==> config.mk <==
export PLATFORM = sky130hd
export DESIGN_NAME = isr_chain_ctl
export DESIGN_NICKNAME = d
export VERILOG_FILES = /design/src/rtl/isr_chain_ctl.sv
export SDC_FILE = /design/constraint.sdc
export NUM_CORES = 1
export LEC_CHECK = 0
export BUFFER_PORTS_ARGS = -buffer_cell sky130_fd_sc_hd__buf_2
export CORE_MARGIN = 2
export CORE_UTILIZATION = 39
export DETAILED_ROUTE_END_ITERATION = 10
export HOLD_SLACK_MARGIN = 0.15
export PLACE_DENSITY = 0.75
export RECOVER_POWER = 100
export SLEW_MARGIN = 20
export SYNTH_ARGS = -nofsm -noshare
export SYNTH_HDL_FRONTEND = slang
export SYNTH_SLANG_ARGS = --single-unit
==> constraint.sdc <==
create_clock -name clk -period 2 [get_ports clk]
set_input_delay 0.1 -clock clk [delete_from_list [all_inputs] [get_ports clk]]
set_output_delay 0.1 -clock clk [all_outputs]
set_load 0.01 [all_outputs]
==> src/rtl/isr_chain_ctl.sv <==
module isr_chain_ctl #(
  parameter int N_SRC    = 4,
  parameter int VEC_W    = 8,
  parameter int VEC_BASE = 64
) (
  input  logic             clk,
  input  logic             rst_n,
  input  logic [N_SRC-1:0] pend_i,
  input  logic [N_SRC-1:0] arm_i,
  input  logic             ie_i,
  output logic             ie_o,
  output logic             irq_n_o,
  input  logic             iack_i,
  input  logic             cmd_we_i,
  input  logic [1:0]       cmd_code_i,
  input  logic [N_SRC-1:0] cmd_sel_i,
  input  logic             rst_hi_i,
  output logic [N_SRC-1:0] ius_o,
  output logic [VEC_W-1:0] vec_o,
  output logic             vec_vld_o
);
  localparam int IDX_W = (N_SRC > 1) ? $clog2(N_SRC) : 1;

  logic [N_SRC-1:0] ius, mask, cand, win_oh, hi_ius, ius_nxt;
  logic [IDX_W-1:0] win_idx;
  logic             any_req, grant;

  always_comb begin
    mask[0] = ius[0];
    for (int i = 1; i < N_SRC; i++) mask[i] = mask[i-1] | ius[i];
  end

  assign cand    = pend_i & arm_i & ~mask;
  assign win_oh  = cand & (~cand + 1'b1);
  assign hi_ius  = ius & (~ius + 1'b1);
  assign any_req = |cand;
  assign grant   = iack_i & ie_i & any_req;

  always_comb begin
    win_idx = '0;
    for (int i = N_SRC-1; i >= 0; i--)
      if (cand[i]) win_idx = IDX_W'(i);
  end

  always_comb begin
    ius_nxt = ius;
    if (rst_hi_i) ius_nxt = ius_nxt & ~hi_ius;
    if (cmd_we_i && cmd_code_i == 2'b10) ius_nxt = ius_nxt & ~cmd_sel_i;
    if (cmd_we_i && cmd_code_i == 2'b11) ius_nxt = ius_nxt | cmd_sel_i;
    if (grant) ius_nxt = ius_nxt | win_oh;
  end

  always_ff @(posedge clk or negedge rst_n) begin
    if (!rst_n) begin
      ius       <= '0;
      vec_o     <= '0;
      vec_vld_o <= 1'b0;
    end else begin
      ius       <= ius_nxt;
      vec_vld_o <= grant;
      if (grant) vec_o <= VEC_W'(VEC_BASE) + VEC_W'(win_idx);
    end
  end

  assign irq_n_o = ~(ie_i & any_req);
  assign ie_o    = ie_i & ~(|ius) & ~(iack_i & any_req);
  assign ius_o   = ius;

  p_ack_adds_one_r4: assert property (@(posedge clk) disable iff (!rst_n)
    (iack_i && !irq_n_o && !cmd_we_i && !rst_hi_i)
    |=> ($countones(ius_o) == $countones($past(ius_o)) + 1) && vec_vld_o);

  p_vec_needs_ack_r7: assert property (@(posedge clk) disable iff (!rst_n)
    vec_vld_o |-> $past(iack_i && ie_i));

  p_ius_blocks_chain_r6: assert property (@(posedge clk) disable iff (!rst_n)
    (|ius_o) |-> !ie_o);

  p_noop_code_r8: assert property (@(posedge clk) disable iff (!rst_n)
    (cmd_we_i && !cmd_code_i[1] && !rst_hi_i && !iack_i) |=> $stable(ius_o));

  p_rst_hi_one_r9: assert property (@(posedge clk) disable iff (!rst_n)
    (rst_hi_i && (|ius_o) && !cmd_we_i && !iack_i)
    |=> $countones(ius_o) == $countones($past(ius_o)) - 1);

  p_irq_needs_ie_r2: assert property (@(posedge clk) disable iff (!rst_n)
    !ie_i |-> irq_n_o);
endmodule

# Word level (Yosys, flattened, before mapping)
# Cells that the tools add are included.
# word_totals
register_bits	13
inputBits	20
out_inout_bits	15
elab_cells	45
# classes
n_addsub	3
n_eq_ne	2
n_mux	8
n_bitwise	25
n_reduce_logical	4
# ops
operator	count
$and 4x4->4	6
$not 4->4	5
$mux 4	4
$add 4x1->4 const B	2
$add 7x2->8 const A	1
$mux 2	4
$or 4x4->4	2
$reduce_or 4->1	2
$and 1x1->1	6
$eq 2x2->1 const B	2
$not 1->1	3
$or 1x1->1	3
$logic_and 1x1->1	2

# Depth between registers and ports, before layout
# logic_depth
word_depth	12
depth_mapped	4
depth_no_buf	4

# Least setup slack after synthesis
# No wires, ideal clock.
# synth_timing
path_kind	register -> output
start	register ius[1] (netlist: ius_o[1])
end	output ie_o
arrival_ps	1444
t_required_ps	1900
setup_slack_ps	456
path_stages_with_launch	5
path_buffers	0
cell_sequence	dfrtp_1 > or4_4 > o211ai_2 > or2_2 > a211oi_1
# synth_between
elab_chain_cells	9
elab_cells_between_ends	12
classes_between	bitwise: 10; reduce/logical: 2
# synth_rtl
element	line_no	source
start: declaration	24	logic [N_SRC-1:0] ius, mask, cand, win_oh, hi_ius, ius_nxt;
start signal: assignment	59	ius <= ius_nxt;
$or 1x1->1 (3 in a row)	30	for (int i = 1; i < N_SRC; i++) mask[i] = mask[i-1] | ius[i];
$not 4->4	33	assign cand = pend_i & arm_i & ~mask;
$and 4x4->4	33	
$reduce_or 4->1	36	assign any_req = |cand;
$and 1x1->1	66	assign ie_o = ie_i & ~(|ius) & ~(iack_i & any_req);
$not 1->1	66	
$and 1x1->1 *	66	
end: declaration	11	output logic ie_o,
# Every way passes the cells marked *; elsewhere a longest branch is shown, timed or not.

# Final worst setup path
# Ends and elaborated chain as after synthesis.

==> summary.md <==
| Metric | Value |
|---|---|
| Clk pwr share | between 20% and 30% |
| Psw | around 0.15 mW |
| IO buf count | 29 |
| Drt initial violations | 15 |
| Leakage power | 0.3393 nW |
| Seq/Total Area, Yosys | 37.74% |
| Post-synthesis mux area share | 0% |
| Pre-CTS setup slack | 0.3606 ns |
| Avg Vias per Cell | 5.036 |
| Largest net degree at the start of global routing | 9 |
| Most frequent cells in the layout | buf_2, nand2_1, clkbuf_1, nand3_1, dfrtp_1 |
| Hold Vio Cnt, Final | 0 |
| Share of layout cells above drive strength 1 | 29.17% |
| DR pass1 iterations | 4 |
| Final worst setup slack | approximately 0.12 ns |
| Clk_lat worst skew | 0.25 ns |
| Critical path required time | 1.90 ns |
| Syn Area/Cell | 8.421 sq um |
| Final nets | 118 |
| First-pass GRT wire length | 1752 um |
| Bufs on Longest Clock Path | 2 |
| Adder-Cell Fraction of Synth Area | 0% |
| Post-synth top area cell | dfrtp_1 |
| Layout area overhead | 31.13% |
| Post-synth top flop | dfrtp_1 |
| GRT Total Usage | 17.22% |
| Placed Cells | 107 |
| Mapped Area | 530.5 sq um |
| Ys Warns | 0 |
| DP Wirelength | approximately 1100 um |
| Reg power frac | 43.1% |
| # IOs | 35 |
| CORE AREA | about 1300 sq um |
| Avg WL per Cell | 11.32 um |
| Critical path type | flop to output port |
| Gpl congestion | 0.8481 |
| Hold slack | 0.1592 ns |
| Vias post-DR | 559 |
| Sw Ratio | 32.23% |
| GR Overflow Total | 0 |
| Root buffer cell | clkbuf_4 |
| Power Density | 681.0 nW/um^2 |
| Gate Count Post-Synth | 63 |
| Crit-path max FO | 6 |
| Final Slew Violations | 0 |
| Detailed Route WL | 1256 um |
| Setup TNS Final | 0 ns |
| Top cell type's share of synthesized area | 37.74% |
| Clk slew on worst S/H paths | 0.05 ns |
| Die ar. | 1671 sq um |
| CTS tree | yes |
| XOR/XNOR share of the synthesized area | 0% |
| Async SR Flop Fraction | 100.0% |
| CTS resizes | 0 |
| Die width | 40.88 um |
| Initial core utilization | 41.29% |
| Yosys cell types | 28 |
| Diode count | 0 |
| Max cap viols | 0 |
| # clock sinks | 8 |
| # setup viols final | 0 |
| Max frequency | 531.3 MHz |
| DRT antenna net count | 0 |
| Compound-Gate Fraction of Synth Area | 18.40% |
| Synth top area cells | dfrtp_1, nand3_1, buf_4 |
| Unrepaired setup endpoints after global routing | false |
| Crit path DAT | about 1.8 ns |
| Most common cell after layout, fill and taps aside | buf_2 |
| # DRC | 0 |
| Vias in the first global route | approximately 440 |
| HP Class | input port to flop |
| Flops & latches, synth | 8 |
| Initial antenna violation count | 0 |
| Maximum vdd drop | 0.0003390 V |
| Crit end category | output port |
| Post-synth EDFFs | 0 |
| Status | complete, no violations |
| Simple-gate portion of the synthesized area | 32.55% |
| Largest family of logic cells by synthesized area | simple AND/OR/NAND/NOR gates |
| Post-Layout Cell Count | around 110 |
| # rows | 13 |
| H-tree depth | 1 |
| CTS Buf Count | 3 |
| Combinational power share | 32.2% |
| Worst Setup Start Kind | flop |
| Power Internal | 0.3210 mW |
| Setup Skew | 0.001957 ns |
| Fin crit period | 1.882 ns |
| Die Ht | 40.88 um |
| Final period util | 94.11% |
cell families (layout without fill, tap and decap cells):
logic type,after synthesis,after routing
compound gates,12,12
simple gates,32,32
flops,8,8
other cells,1,5
buf+inv,10,39
flip-flops by register name, indices dropped and copies added (netlist names):
| signal | cells |
|---|---|
| ius_o | 4 |
| vec_o | 3 |
| vec_vld_o | 1 |
power by group through the flow:
stage	sequential (mW)	clock [mW]	combinational [mW]
4_1_cts	0.203	0.125	0.164
3_3_place_gp	0.204	0	0.161
3_5_place_dp	0.205	0	0.162
2_1_floorplan	0.214	0	0.0888
5_1_grt	0.208	0.130	0.171
6_report	0.204	0.117	0.153
worst paths after layout:
| check | depth (start not counted) | slack (ns) | start | endpoint |
|---|---|---|---|---|
| worst max-delay path | 5 | 0.12 | ius_o[1] | ie_o |
| worst min-delay path | 3 | 0.16 | cmd_sel_i[1] | ius_o[1] |
| worst min register to register | 1 | 0.47 | vec_o[6] | vec_o[6] |
| max in group asynchronous | 2 | 1.44 | rst_n | ius_o[1] |
| min in group asynchronous | 2 | 0.28 | rst_n | ius_o[0] |
| worst max register to register | 4 | 0.32 | ius_o[1] | vec_o[0] |
stage by stage:
stage / total power, mW / cell area, sq um / utilization (%)
after floorplan: 0.3024 / 545.5 / -
after global placement: 0.3652 / 679.4 / 52.87
after detailed placement: 0.3668 / 679.4 / 52.87
after CTS: 0.4913 / 711.9 / 55.40
after global routing: 0.5090 / 695.7 / 54.14
final: 0.4737 / 695.7 / 54.14
per-layer routing:
metal	track usage [%]	wire length, um	vias up
li1	-	-	286
met1	21.16	527	253
met4	15.00	12	0
met2	25.39	629	18
met3	3.261	86	2
met5	0	0	-
worst max-delay path, stage by stage (launching register included):
cell,delay (ns)
dfrtp_1,0.42
or4bb_2,0.68
o211ai_2,0.10
or2_2,0.14
a211oi_1,0.06
buf_2,0.14
Yosys cell counts, types with 2 or more instances:
cell type,n
nand4_1,2
inv_1,5
buf_4,5
dfrtp_1,8
nor2_1,2
nand2_1,10
nand3_1,8
nand3b_1,2
a21oi_1,2
repair_timing:
item / CTS / global route
endpoints found under the hold margin: 8 / 0
hold buffers: 1 / 0
buffers inserted: 0 / 0
layout make-up:
type,count,area [sq um]
Inverter,5,18.77
Clock buffer,3,22.52
Timing Repair Buffer,31,150.1
Multi-Input combinational cell,49,285.3
Tap cell,15,18.77
Fill cell,129,589.3
Sequential cell,8,200.2
Note: power is estimated with default switching activity, not from simulation.
